===== src/rtl/coh_pkg.sv =====
package coh_pkg;
  typedef enum logic [1:0] {LS_I = 2'd0, LS_S = 2'd1, LS_M = 2'd2} line_st_e;

  typedef enum logic [2:0] {
    CM_FILL   = 3'd0,
    CM_SETST  = 3'd1,
    CM_INV    = 3'd2,
    CM_FWD    = 3'd3,
    CM_DONE   = 3'd4,
    CM_UCDATA = 3'd5,
    CM_UCDONE = 3'd6
  } cmd_e;

  typedef enum logic [2:0] {
    E_IDLE, E_DECIDE, E_UC, E_INV, E_FWD, E_GRANT, E_WAIT, E_FIN
  } eng_e;
endpackage


===== src/rtl/coh_dir_table.sv =====
module coh_dir_table #(
  parameter int ENTRIES = 16,
  parameter int NCACHE  = 4,
  localparam int IDX_W  = $clog2(ENTRIES),
  localparam int ID_W   = $clog2(NCACHE)
) (
  input  logic              clk,
  input  logic              rst_n,
  input  logic [IDX_W-1:0]  rd_idx,
  output logic [1:0]        rd_state,
  output logic [NCACHE-1:0] rd_shr,
  output logic [ID_W-1:0]   rd_owner,
  input  logic              wr_en,
  input  logic [IDX_W-1:0]  wr_idx,
  input  logic [1:0]        wr_state,
  input  logic [NCACHE-1:0] wr_shr,
  input  logic [ID_W-1:0]   wr_owner
);
  logic [1:0]        st_q  [ENTRIES];
  logic [NCACHE-1:0] shr_q [ENTRIES];
  logic [ID_W-1:0]   own_q [ENTRIES];

  for (genvar e = 0; e < ENTRIES; e++) begin : g_ent
    logic ent_we;
    assign ent_we = wr_en && (wr_idx == IDX_W'(e));
    always_ff @(posedge clk or negedge rst_n) begin
      if (!rst_n) begin
        st_q[e]  <= 2'd0;
        shr_q[e] <= '0;
        own_q[e] <= '0;
      end else if (ent_we) begin
        st_q[e]  <= wr_state;
        shr_q[e] <= wr_shr;
        own_q[e] <= wr_owner;
      end
    end
  end

  assign rd_state = st_q[rd_idx];
  assign rd_shr   = shr_q[rd_idx];
  assign rd_owner = own_q[rd_idx];
endmodule


===== src/rtl/coh_line_store.sv =====
module coh_line_store #(
  parameter int ENTRIES = 16,
  parameter int DATA_W  = 32,
  localparam int IDX_W  = $clog2(ENTRIES)
) (
  input  logic              clk,
  input  logic              rst_n,
  input  logic [IDX_W-1:0]  idx,
  output logic [DATA_W-1:0] rd_data,
  input  logic              wr_en,
  input  logic [DATA_W-1:0] wr_data
);
  logic [DATA_W-1:0] mem_q [ENTRIES];

  for (genvar e = 0; e < ENTRIES; e++) begin : g_word
    logic w_en;
    assign w_en = wr_en && (idx == IDX_W'(e));
    always_ff @(posedge clk or negedge rst_n) begin
      if (!rst_n)    mem_q[e] <= '0;
      else if (w_en) mem_q[e] <= wr_data;
    end
  end

  assign rd_data = mem_q[idx];
endmodule


===== src/rtl/coh_low_pick.sv =====
module coh_low_pick #(
  parameter int N  = 4,
  localparam int W = $clog2(N)
) (
  input  logic [N-1:0] mask,
  output logic [W-1:0] idx,
  output logic         any
);
  always_comb begin
    idx = '0;
    any = 1'b0;
    for (int i = N - 1; i >= 0; i--) begin
      if (mask[i]) begin
        idx = W'(i);
        any = 1'b1;
      end
    end
  end
endmodule


===== src/rtl/coh_dir_engine.sv =====
module coh_dir_engine
  import coh_pkg::*;
#(
  parameter int NCACHE    = 4,
  parameter int ENTRIES   = 16,
  parameter int DATA_W    = 32,
  parameter int SHARD_W   = 1,
  parameter bit PROTO_MSI = 1'b1,
  localparam int ID_W     = $clog2(NCACHE),
  localparam int IDX_W    = $clog2(ENTRIES),
  localparam int LADDR_W  = IDX_W + SHARD_W
) (
  input  logic               clk,
  input  logic               rst_n,
  input  logic               req_valid,
  output logic               req_ready,
  input  logic               req_write,
  input  logic               req_uncached,
  input  logic [ID_W-1:0]    req_src,
  input  logic [LADDR_W-1:0] req_addr,
  input  logic [DATA_W-1:0]  req_data,
  output logic               cmd_valid,
  input  logic               cmd_ready,
  output logic [2:0]         cmd_type,
  output logic [ID_W-1:0]    cmd_dest,
  output logic [ID_W-1:0]    cmd_target,
  output logic [1:0]         cmd_state,
  output logic [LADDR_W-1:0] cmd_addr,
  output logic [DATA_W-1:0]  cmd_data,
  input  logic               rsp_valid,
  output logic               rsp_ready,
  input  logic               rsp_has_data,
  input  logic [DATA_W-1:0]  rsp_data
);
  localparam int CNT_W = ID_W + 1;

  // transaction registers
  eng_e               st_q, st_d;
  logic               wr_q, wr_d;
  logic               unc_q, unc_d;
  logic [ID_W-1:0]    src_q, src_d;
  logic [LADDR_W-1:0] addr_q, addr_d;
  logic [DATA_W-1:0]  data_q, data_d;
  logic [NCACHE-1:0]  inv_q, inv_d;
  logic [CNT_W-1:0]   pend_q, pend_d;
  logic               fwd_q, fwd_d;
  logic               gnt_q, gnt_d;

  // directory and store interface
  logic [IDX_W-1:0]   idx;
  logic [1:0]         rd_state;
  logic [NCACHE-1:0]  rd_shr;
  logic [ID_W-1:0]    rd_owner;
  logic [DATA_W-1:0]  rd_data;
  logic               dir_we;
  logic [1:0]         dir_wstate;
  logic [NCACHE-1:0]  dir_wshr;
  logic [ID_W-1:0]    dir_wown;
  logic               st_we;
  logic [DATA_W-1:0]  st_wdata;

  logic [NCACHE-1:0]  src_oh, others;
  logic               holds, self_own;
  logic [ID_W-1:0]    pick_idx;
  logic               pick_any;
  logic               cmd_hs, ack_cmd, rsp_hs;
  logic [1:0]         gnt_state;

  assign idx      = addr_q[LADDR_W-1:SHARD_W];
  assign src_oh   = NCACHE'(1) << src_q;
  assign others   = rd_shr & ~src_oh;
  assign holds    = |(rd_shr & src_oh);
  assign self_own = (rd_state == LS_M) && (rd_owner == src_q);
  assign gnt_state = (wr_q || self_own) ? LS_M : LS_S;

  coh_dir_table #(.ENTRIES(ENTRIES), .NCACHE(NCACHE)) u_tab (
    .clk(clk), .rst_n(rst_n), .rd_idx(idx),
    .rd_state(rd_state), .rd_shr(rd_shr), .rd_owner(rd_owner),
    .wr_en(dir_we), .wr_idx(idx), .wr_state(dir_wstate),
    .wr_shr(dir_wshr), .wr_owner(dir_wown)
  );

  coh_line_store #(.ENTRIES(ENTRIES), .DATA_W(DATA_W)) u_store (
    .clk(clk), .rst_n(rst_n), .idx(idx), .rd_data(rd_data),
    .wr_en(st_we), .wr_data(st_wdata)
  );

  coh_low_pick #(.N(NCACHE)) u_pick (
    .mask(inv_q), .idx(pick_idx), .any(pick_any)
  );

  // command channel, derived from registered state only
  always_comb begin
    cmd_valid  = 1'b0;
    cmd_type   = CM_DONE;
    cmd_dest   = src_q;
    cmd_target = '0;
    cmd_state  = LS_I;
    cmd_data   = '0;
    unique case (st_q)
      E_UC: begin
        cmd_valid = 1'b1;
        cmd_type  = wr_q ? CM_UCDONE : CM_UCDATA;
        cmd_data  = wr_q ? '0 : rd_data;
      end
      E_FWD: begin
        cmd_valid  = 1'b1;
        cmd_type   = CM_FWD;
        cmd_dest   = rd_owner;
        cmd_target = src_q;
        cmd_state  = wr_q ? LS_I : LS_S;
      end
      E_INV: begin
        cmd_valid = pick_any;
        cmd_type  = CM_INV;
        cmd_dest  = pick_idx;
      end
      E_GRANT: begin
        cmd_valid = 1'b1;
        cmd_type  = (holds || fwd_q) ? CM_SETST : CM_FILL;
        cmd_state = gnt_state;
        cmd_data  = (holds || fwd_q) ? '0 : rd_data;
      end
      E_FIN: cmd_valid = 1'b1;
      default: ;
    endcase
  end

  assign cmd_addr  = cmd_valid ? addr_q : '0;
  assign req_ready = (st_q == E_IDLE);
  assign rsp_ready = 1'b1;
  assign cmd_hs    = cmd_valid && cmd_ready;
  assign rsp_hs    = rsp_valid;
  assign ack_cmd   = cmd_hs && (st_q == E_INV || st_q == E_FWD || st_q == E_GRANT);

  // store writes: returned lines and uncached writes
  assign st_we    = (rsp_hs && rsp_has_data) || (st_q == E_UC && cmd_hs && wr_q);
  assign st_wdata = (rsp_hs && rsp_has_data) ? rsp_data : data_q;

  // directory commit on DONE acceptance
  always_comb begin
    dir_we     = (st_q == E_FIN) && cmd_hs;
    dir_wstate = LS_S;
    dir_wshr   = rd_shr | src_oh;
    dir_wown   = src_q;
    if (wr_q) begin
      dir_wstate = LS_M;
      dir_wshr   = src_oh;
    end else if (self_own) begin
      dir_wstate = LS_M;
      dir_wshr   = rd_shr;
    end
  end

  // next state
  always_comb begin
    st_d   = st_q;
    wr_d   = wr_q;
    unc_d  = unc_q;
    src_d  = src_q;
    addr_d = addr_q;
    data_d = data_q;
    inv_d  = inv_q;
    fwd_d  = fwd_q;
    gnt_d  = gnt_q;
    pend_d = pend_q + CNT_W'(ack_cmd) - CNT_W'(rsp_hs);
    unique case (st_q)
      E_IDLE: if (req_valid) begin
        wr_d   = req_write || (!PROTO_MSI && !req_uncached);
        unc_d  = req_uncached;
        src_d  = req_src;
        addr_d = req_addr;
        data_d = req_data;
        fwd_d  = 1'b0;
        gnt_d  = 1'b0;
        st_d   = req_uncached ? E_UC : E_DECIDE;
      end
      E_DECIDE: begin
        if (rd_state == LS_M && |others) begin
          st_d = E_FWD;
        end else if (wr_q && rd_state == LS_S && |others) begin
          inv_d = others;
          st_d  = E_INV;
        end else begin
          st_d = E_GRANT;
        end
      end
      E_UC: if (cmd_hs) st_d = E_IDLE;
      E_FWD: if (cmd_hs) begin
        fwd_d = 1'b1;
        st_d  = E_WAIT;
      end
      E_INV: if (cmd_hs) begin
        inv_d = inv_q & ~(NCACHE'(1) << pick_idx);
        if (inv_d == '0) st_d = E_WAIT;
      end
      E_GRANT: if (cmd_hs) begin
        gnt_d = 1'b1;
        st_d  = E_WAIT;
      end
      E_WAIT: if (pend_q == '0) st_d = gnt_q ? E_FIN : E_GRANT;
      E_FIN: if (cmd_hs) st_d = E_IDLE;
      default: st_d = E_IDLE;
    endcase
  end

  // registers
  always_ff @(posedge clk or negedge rst_n) begin
    if (!rst_n) begin
      st_q   <= E_IDLE;
      wr_q   <= 1'b0;
      unc_q  <= 1'b0;
      src_q  <= '0;
      addr_q <= '0;
      data_q <= '0;
      inv_q  <= '0;
      pend_q <= '0;
      fwd_q  <= 1'b0;
      gnt_q  <= 1'b0;
    end else begin
      st_q   <= st_d;
      wr_q   <= wr_d;
      unc_q  <= unc_d;
      src_q  <= src_d;
      addr_q <= addr_d;
      data_q <= data_d;
      inv_q  <= inv_d;
      pend_q <= pend_d;
      fwd_q  <= fwd_d;
      gnt_q  <= gnt_d;
    end
  end
endmodule


===== config.mk =====
export PLATFORM = sky130hd
export DESIGN_NAME = coh_dir_engine
export DESIGN_NICKNAME = d
export VERILOG_FILES = /design/src/rtl/coh_pkg.sv /design/src/rtl/coh_dir_table.sv /design/src/rtl/coh_line_store.sv /design/src/rtl/coh_low_pick.sv /design/src/rtl/coh_dir_engine.sv
export SDC_FILE = /design/constraint.sdc
export NUM_CORES = 1
export LEC_CHECK = 0
export CAP_MARGIN = 20
export CORE_MARGIN = 3
export CORE_UTILIZATION = 30
export CTS_CLUSTER_DIAMETER = 40
export DETAILED_ROUTE_END_ITERATION = 8
export DONT_BUFFER_PORTS = 1
export MAX_ROUTING_LAYER = met4
export PLACE_DENSITY = 0.48
export SYNTH_ARGS = -nofsm -noshare
export SYNTH_HDL_FRONTEND = slang
export SYNTH_HIERARCHICAL = 1
export SYNTH_SLANG_ARGS = --single-unit

===== constraint.sdc =====
create_clock -name clk -period 2.9 [get_ports clk]
set_input_delay 0.145 -clock clk [delete_from_list [all_inputs] [get_ports clk]]
set_output_delay 0.145 -clock clk [all_outputs]
set_load 0.01 [all_outputs]

# --- Word level (Yosys, flattened, before mapping) ---
# Cells that the tools add are included.
totals:
  output_inout_bits: 49
  latchBits: 0
  memories: 0
  ramBits: 0
  regBits: 692
  rom_bits: 0
op_classes:
  bitwise_logic: 7
  order_cmp: 1
  n_mux: 57
  n_eq_ne: 35
  div_mod_pow: 0
  multipliers: 0
  shift: 2
  n_reduce_logical: 64
  addsub: 2
op_table:
  columns: ["op", "n"]
  rows:
  - ["$mux 32", 5]
  - ["$bmux 32 s4", 1]
  - ["$pmux 32 s2", 1]
  - ["$logic_and 1x1->1", 42]
  - ["$eq 4x4->1 const B", 8]
  - ["$mux 2", 15]
  - ["$mux 4", 7]
  - ["$mux 3", 8]
  - ["$pmux 3 s6", 1]
  - ["$bmux 2 s4", 2]
  - ["$bmux 4 s4", 1]
  - ["$eq 4x3->1 const B", 4]
  - ["$ne 2x2->1 const B", 7]
  - ["$and 4x4->4", 3]
  - ["$eq 3x3->1 const B", 4]
  - ["$pmux 3 s4", 1]
  - ["$reduce_or 4->1", 3]
  - ["$eq 4x2->1 const B", 2]
  - ["$logic_not 4->1", 2]
  - ["$mux 1", 8]
  - ["$not 4->4", 2]
  - ["$pmux 2 s2", 2]
  - ["$pmux 4 s2", 1]
  - ["$shl 1x2->4 const A", 2]
  - ["22 further kinds", 36]

# --- Longest topological paths before layout ---
# Gate-level depths: netlist of run 1.
depth:
  ltp_word: 11
  depth_mapped: 13

# --- By module ---
# Netlist of run 1, hierarchy kept.
by_module_without_submodules:
  columns: ["mod", "n_inst", "area_each_um2", "cells_each"]
  rows:
  - ["coh_line_store", 1, 22823.1, 1406]
  - ["coh_dir_table", 1, 5859.4, 364]
  - ["coh_dir_engine", 1, 3335.7, 315]
  - ["coh_low_pick", 1, 35.0, 7]

# --- Worst setup path after synthesis of run 1 ---
# No wires, ideal clock.
synth_timing:
  kind: "register to register"
  start: "reg addr_q[1]"
  end: "reg u_tab/shr_q[12] (netlist name)"
  path_buffers: 3
  stages_incl_launch_ff: 12
  setup_ns: 0.125
  period_less_slack_ns: 3.158
  arrival_ns: 3.033
  path_slack_ns: -0.258
  cell_sequence: "dfrtp_1 > buf_2 > buf_4 > mux4_2 > a22oi_1 > nand2_1 > xor2_1 > nor4b_1 > nor2b_1 > o22ai_1 > clkbuf_1 > mux2_4"
synth_between:
  elab_chain_len: 8
  elab_cells_between_ends: 18
synth_lines:
  columns: ["element", "line_no", "text"]
  rows:
  - ["from (decl)", "coh_dir_engine.sv:42", "logic [LADDR_W-1:0] addr_q, addr_d;"]
  - ["from (signal assigned)", "coh_dir_engine.sv:225", "addr_q <= addr_d;"]
  - ["$not 4->5 (not written as such)", "coh_dir_table.sv:41", "assign rd_owner = own_q[rd_idx];"]
  - ["$bmux 2 s4", "coh_dir_table.sv:41", null]
  - ["$mux 2 (not written as such) (2 in a row)", "coh_dir_table.sv:41", null]
  - ["via rd_owner[1]", "coh_dir_engine.sv:53", "logic [ID_W-1:0] rd_owner;"]
  - ["$eq 2x2->1", "coh_dir_engine.sv:73", "assign self_own = (rd_state == LS_M) && (rd_owner == src_q);"]
  - ["$logic_and 1x1->1", "coh_dir_engine.sv:73", null]
  - ["$mux 4", "coh_dir_engine.sv:149", "end else if (self_own) begin"]
  - ["$mux 4", "coh_dir_engine.sv:146", "if (wr_q) begin"]
  - ["via dir_wshr[0]", "coh_dir_engine.sv:57", "logic [NCACHE-1:0] dir_wshr;"]
  - ["to (signal, indexed assignment)", "coh_dir_table.sv:33", "shr_q[e] <= wr_shr;"]
  - ["to (decl)", "coh_dir_table.sv:20", "logic [NCACHE-1:0] shr_q [ENTRIES];"]
# The timed path passes the listed nets, and every way through them passes these cells. The select of a mux whose other input is x is not followed.
# A chain may end at the register's enable or synchronous reset.

# --- Final worst setup path of run 1 ---
layout_timing:
  start: "reg addr_q[1]"
  end: "out cmd_data[12]"
layout_between:
  elab_chain_len: 9
  elab_cells_between_ends: 13
layout_lines:
  columns: ["element", "line_no", "text"]
  rows:
  - ["$not 4->5 (not written as such)", "coh_dir_table.sv:40", "assign rd_shr = shr_q[rd_idx];"]
  - ["$bmux 4 s4", "coh_dir_table.sv:40", null]
  - ["$mux 4 (not written as such) (2 in a row)", "coh_dir_table.sv:40", null]
  - ["via rd_shr[2]", "coh_dir_engine.sv:52", "logic [NCACHE-1:0] rd_shr;"]
  - ["$and 4x4->4", "coh_dir_engine.sv:72", "assign holds = |(rd_shr & src_oh);"]
  - ["$reduce_or 4->1", "coh_dir_engine.sv:72", null]
  - ["$logic_or 1x1->1", "coh_dir_engine.sv:122", "cmd_data = (holds || fwd_q) ? '0 : rd_data;"]
  - ["$mux 32", "coh_dir_engine.sv:122", null]
  - ["$pmux 32 s2", "coh_dir_engine.sv:100", "unique case (st_q)"]
  - ["to (decl)", "coh_dir_engine.sv:29", "output logic [DATA_W-1:0] cmd_data,"]
# The timed path passes the listed nets, and every way through them passes these cells. The select of a mux whose other input is x is not followed.

==> impl_metrics.json, run 1 <==
{
  "status": "finished, violations left",
  "violations": "setup timing",
  "clkSinkCount": 692,
  "hp-class": "in -> reg",
  "p_int_mw": 31.8,
  "design_area_um2": 40500,
  "ys_types": 62,
  "synth_seq_cells": 692,
  "critical_path_class": "reg -> out",
  "die_w_um": 333,
  "grt_pass1_vias": 20975,
  "critPathMaxFanout": 18,
  "row_count": 119,
  "setup_viol": 134,
  "vias": 19017,
  "clk_pin_slew_ns": 0.05,
  "rsz0062_at_grt": "true",
  "r2r_cells": 13,
  "final_max_slew_viol_count": 0,
  "synth_warnings": 6,
  "p_comb_share_pct": 35.0,
  "hold_viol": 0,
  "overflow": 0,
  "arrival_ns": 3.65,
  "grt_pass1_wl_um": 133000,
  "core_area_um2": 106000,
  "initial_utilization_pct": 30.3,
  "hold_start": "rsp_data[1]",
  "ir_worst_vdd_uv": 715,
  "cts-buffers-inserted": 120,
  "ant_nets": 0,
  "postPlaceCellArea_um2": 34500,
  "p_per_area_nw_per_um2": 1160,
  "nNetsFinal": 2358,
  "grt_max_degree": 693,
  "grt.total_usage_pct": 16.1,
  "root_buffer": "clkbuf_16",
  "fp.dieArea_um2": 111000,
  "remaining_drc_errors": 0,
  "die_y_um": 333,
  "dr_wl_met3_um": 2840,
  "worst_pin_slew_ns": 1.23,
  "switchingPower_mw": 15.2,
  "fin_crit_ns": 3.80,
  "required_ns": 2.76,
  "synth_edf_count": 0,
  "fmax_ghz": 0.263,
  "fin_skew_ns": 0.0930,
  "ios": 128,
  "clk_latency_ns": 0.74,
  "cp_cell_sequence": "buf_12, mux4_2, a22oi_2, nand2_2, mux4_2, nor2_4, nand2_2, o21ai_4, buf_12, buf_12, and2_4",
  "top_layer": "met4",
  "power_frac_seq_pct": 33.2,
  "finalCritPeriodShare_pct": 131,
  "synth.avg_cell_area_um2": 15.3,
  "cts.htree.levels": 3,
  "fin_ws_ns": -0.899,
  "ys_seq_area_share_pct": 54.0,
  "r2r-end": "u_tab/shr_q[37]",
  "firstDrtPassIters": 4,
  "synthToLayoutAreaGrowth_pct": 26.4,
  "wl_per_cell_um": 23.3,
  "slowest_stage": "mux4_2",
  "via_per_inst": 5.04,
  "wl_met1_um": 40900,
  "startpoint": "addr_q[1]",
  "max_cap_violations": 0,
  "ff2ff_setup_slack_ns": -0.35,
  "cpPeakStageDelay_ns": 0.53,
  "r2r_start": "addr_q[1]",
  "startpoint_type": "register",
  "p_sw_share_pct": 32.4,
  "dp.final_hpwl_um": 52000,
  "power.total_mw": 47.0,
  "crit_top_cell": "buf_12",
  "endpoint": "cmd_data[12]",
  "synth_flop_cell": "dfrtp_1",
  "whs_ns": 0.0646,
  "synth-async-reset-ratio_pct": 100,
  "clockBufferDepth": 3,
  "grt_antenna_before_repair": 0,
  "cts_tree": "done",
  "timing.slew.headroom_pct": 18.3,
  "synthesis.nets": 2174,
  "crit_path_end_kind": "output pin",
  "final_cell_mix": "dfrtp_1, mux2_2, mux4_2, clkbuf_16, dlygate4sd3_1",
  "gp_congestion": 0.789,
  "power_frac_clock_pct": 31.7,
  "wl_met2_um": 42200,
  "numPortBuffers": 0,
  "drive_gt1_share_pct": 55.0,
  "wl_um": 87800,
  "syn_area_um2": 32100,
  "drtIter0Drc": 1077,
  "final_common_cell": "dfrtp_1",
  "syn_inst": 2092,
  "p_leak_nw": 18.0
}
==> per-stage QoR <==
stage | util, % | cells | worst slack, ns | TNS (ns)
after floorplan | - | 2092 | 0.00167 | 0
after global placement | 32.7 | 3434 | -0.245 | -23.05
after detailed placement | 32.7 | 3434 | -0.335 | -31.09
after CTS | 37.8 | 3754 | -0.883 | -48.73
after global routing | 38.3 | 3771 | -1.02 | -67.78
final | 38.3 | 3772 | -0.899 | -55.03
==> power groups by stage <==
stage	Combinational, mW	Clock, mW	Sequential [mW]
2_1_floorplan	11.0	0	14.9
3_3_place_gp	15.0	0	15.5
3_5_place_dp	15.3	0	15.8
4_1_cts	15.9	15.3	15.7
5_1_grt	17.8	15.8	16.1
6_report	16.5	14.9	15.6
==> final cells by class <==
type                            count  area [µm²]
Antenna cell                        1        2.50
Timing Repair Buffer              238        2690
Sequential cell                   692       17300
Clock inverter                     88        1220
Inverter                           14        52.6
Clock buffer                      138        3180
Multi-Input combinational cell   1210       14300
Tap cell                         1391        1740
Fill cell                        9850       65200
==> sequential cells by signal, indices dropped and copies added, names as in the netlist <==
| name | count |
|---|---|
| fwd_q | 1 |
| u_store/mem_q | 512 |
| u_tab/st_q | 32 |
| u_tab/shr_q | 64 |
| addr_q | 5 |
| u_tab/own_q | 32 |
| st_q | 3 |
| inv_q | 4 |
| gnt_q | 1 |
| dir_wown | 2 |
| data_q | 32 |
| wr_q | 1 |
| pend_q | 3 |
==> worst min path at each step <==
stage	slack [ns]	endpoint	cells after the start
floorplan	-0.15	addr_q[0]	0
global placement	-0.13	data_q[6]	0
detailed placement	-0.13	data_q[6]	0
CTS	-0.89	u_store/mem_q[328]	0
global route	0.03	data_q[10]	2
finish	0.06	u_store/mem_q[289]	2
==> cells in the mapped netlist, drive strengths merged, types with 2 or more instances <==
master,instances,area share (%)
a21oi,8,0.14
a22o,5,0.14
a22oi,82,1.9
a32o,4,0.12
and2,40,0.78
and3,5,0.098
buf,97,1.7
clkbuf,79,0.96
dfrtp,692,54
ha,2,0.078
inv,14,0.16
mux2,714,25
mux2i,2,0.062
mux4,161,11
nand2,55,0.67
nand2b,14,0.27
nand3,5,0.094
nand3b,8,0.23
nor2,38,0.54
nor2b,8,0.16
nor3,6,0.11
nor3b,4,0.12
nor4,2,0.039
nor4b,2,0.055
o21ai,13,0.20
o22ai,6,0.12
o311ai,2,0.055
or3,7,0.14
xnor2,2,0.055
xor2,2,0.055
==> critical path, delay by kind of cell (launching register included) <==
| kind | cells | cell delay (ns) |
|---|---|---|
| compound gates | 2 | 0.42 |
| buf+inv | 3 | 0.49 |
| flops | 1 | 0.50 |
| mux | 2 | 1.05 |
| simple gates | 4 | 0.46 |
==> repair_timing <==
item | in CTS | in global routing
gates resized for setup | 35 | 61
hold buffers | 89 | 2
pin swaps | 9 | 20
buffers inserted | 6 | 14
hold endpoints to repair | 1153 | 517
endpoints found under the setup margin | 137 | 165
gates cloned | 0 | 1
==> routing by layer <==
metal  vias up  global-route usage (%)
met5         -                       -
met4         0                    4.12
met3       144                    2.65
met2       322                    25.6
met1     10367                    21.5
li1       8184                       -
==> logic make-up after synthesis <==
group	synth area share (%)
compound gates	2.96
xor+xnor	0.109
fa+ha+maj	0.141
buf+inv	2.86
flops	54.0
mux	36.6
other cells	0.0117
simple gates	3.34
Note: power is estimated with default switching activity, not from simulation.
==> run 2, diff against run 1 <==
SKIP_CTS_REPAIR_TIMING = 1   (was default)
==> run 2 against run 1 <==
Effect of this change: the flow finishes with violations (hold timing, setup timing); final cell count decreased by 0.32%; non-clock buffer count decreased by 12; register-to-register slack about the same; utilization decreased by 0.085 points; critical path depth unchanged; die area unchanged; worst hold slack got worse by 0.074 ns; clock-buffer cell count unchanged; global-route usage decreased by 0.11 points; critical path type unchanged.
==> impl_metrics.json, run 2 (synthesis results as in run 1) <==
{
  "status": "finished, violations left",
  "violations": "hold timing, setup timing",
  "cts-buffers-inserted": 120,
  "clockBufferDepth": 3,
  "regArea_um2": 17300,
  "ios": 128,
  "hold_start": "rsp_data[6]",
  "initial_utilization_pct": 30.3,
  "vias": 18912,
  "grt_pass1_vias": 20590,
  "wl_um": 87700,
  "wl_met1_um": 40500,
  "largest_registers": "u_store/mem_q: 512 flops, u_tab/shr_q: 64 flops",
  "rsz0062_at_grt": "true",
  "cts.htree.levels": 3,
  "final_cell_mix": "dfrtp_1, mux2_2, mux4_2, clkbuf_16, dlygate4sd3_1",
  "row_count": 119,
  "hold_viol": 1,
  "critical_path_class": "reg -> out",
  "whs_ns": -0.00969,
  "root_buffer": "clkbuf_16",
  "wl_met2_um": 42100,
  "final_max_slew_viol_count": 0,
  "p_leak_nw": 17.9,
  "top_layer": "met4",
  "whs_endpoint": "u_store/mem_q[230]",
  "remaining_drc_errors": 0,
  "final_common_cell": "dfrtp_1",
  "fmax_ghz": 0.262,
  "setup_viol": 133,
  "clk_pin_slew_ns": 0.05,
  "pre_cts_slack_ns": -0.335,
  "r2r-end": "u_tab/shr_q[47]",
  "worst_pin_slew_ns": 1.07,
  "gp_congestion": 0.789,
  "grt_antenna_before_repair": 0,
  "r2r_cells": 12,
  "cts_tree": "done",
  "fill_cells": 9868,
  "ir_worst_vdd_uv": 713,
  "clk_latency_ns": 0.74,
  "numPortBuffers": 0,
  "drtIter0Drc": 1022,
  "fp.dieArea_um2": 111000,
  "critPathMaxFanout": 7,
  "p_per_area_nw_per_um2": 1160,
  "dp_cells": 3434,
  "via_per_inst": 5.03,
  "dr_wl_met3_um": 3220,
  "max_cap_violations": 0,
  "arrival_ns": 3.68,
  "overflow": 0,
  "startpoint": "addr_q[1]",
  "die_w_um": 333,
  "grt_max_degree": 693,
  "firstDrtPassIters": 5,
  "top_register": "u_store/mem_q",
  "clkSinkCount": 692,
  "grt_pass1_wl_um": 132000,
  "fin_crit_ns": 3.82,
  "wl_per_cell_um": 23.3,
  "timing.slew.headroom_pct": 28.6,
  "largest_reg_flops": 512,
  "startpoint_type": "register",
  "nNetsFinal": 2346,
  "hp-class": "in -> reg",
  "dp.final_hpwl_um": 52000,
  "required_ns": 2.76,
  "ff2ff_setup_slack_ns": -0.34,
  "crit_path_end_kind": "output pin",
  "multi_input_comb_area_um2": 14300,
  "fin_skew_ns": 0.0901,
  "drive_gt1_share_pct": 54.9,
  "r2r_start": "addr_q[1]",
  "core_area_um2": 106000,
  "fin_ws_ns": -0.923,
  "final_cells": 3760,
  "grt.total_usage_pct": 16.0,
  "die_y_um": 333,
  "synthToLayoutAreaGrowth_pct": 26.1,
  "min_path_cells": 2,
  "ant_nets": 0,
  "finalCritPeriodShare_pct": 132
}
==> run 2: how the worst max path moves through the flow <==
stage | endpoint | slack, ns
floorplan | u_tab/shr_q[12] | 0.002
global placement | u_tab/shr_q[15] | -0.24
detailed placement | u_tab/shr_q[37] | -0.33
CTS | cmd_data[26] | -0.99
global route | cmd_data[22] | -1.05
finish | cmd_data[22] | -0.92
==> run 2: layer usage <==
| metal | global-route usage [%] | vias up |
|---|---|---|
| met2 | 25.4 | 346 |
| li1 | - | 8162 |
| met1 | 21.4 | 10261 |
| met5 | - | - |
| met4 | 4.16 | 0 |
| met3 | 2.68 | 143 |
==> run 2: metrics by stage <==
| stage | instance area, µm² | total power, mW | TNS [ns] | utilization (%) | hold slack, ns |
|---|---|---|---|---|---|
| final | 40400 | 47.0 | -54.29 | 38.2 | -0.00969 |
| after global routing | 40400 | 49.7 | -72.24 | 38.2 | 0.00517 |
| after CTS | 38900 | 46.3 | -60.95 | 36.8 | -0.887 |
| after detailed placement | 34500 | 31.1 | -31.09 | 32.7 | -0.125 |
| after global placement | 34500 | 30.5 | -23.05 | 32.7 | -0.127 |
| after floorplan | 32100 | 25.9 | 0 | - | -0.151 |
==> run 2: area by class of cell <==
type                    count  share of cell area [%]
clock buffers             138                    7.87
inverters                  14                   0.130
clock inverters            88                    3.01
well taps                1391                    4.31
flip-flops and latches    692                    42.9
repair buffers            226                    6.49
diodes                      1                 0.00619
multi-input cells        1210                    35.3
==> run 2: where the power goes <==
| group | switching [mW] | leakage, nW | internal (mW) |
|---|---|---|---|
| Sequential | 2.10 | 9.01 | 13.6 |
| Clock | 5.39 | 2.14 | 9.54 |
| Combinational | 7.67 | 6.79 | 8.70 |
| Total | 15.2 | 17.9 | 31.8 |
==> run 2: worst max-delay path, cell delays in order, from the launching register on <==
cell and delay, ns:
dfrtp_4 0.52, buf_12 0.15, mux4_2 0.51, a22oi_2 0.25, nand2_2 0.09, mux4_2 0.53
nor2_4 0.11, nand2_2 0.08, o21ai_4 0.18, buf_12 0.19, buf_12 0.17, and2_4 0.18
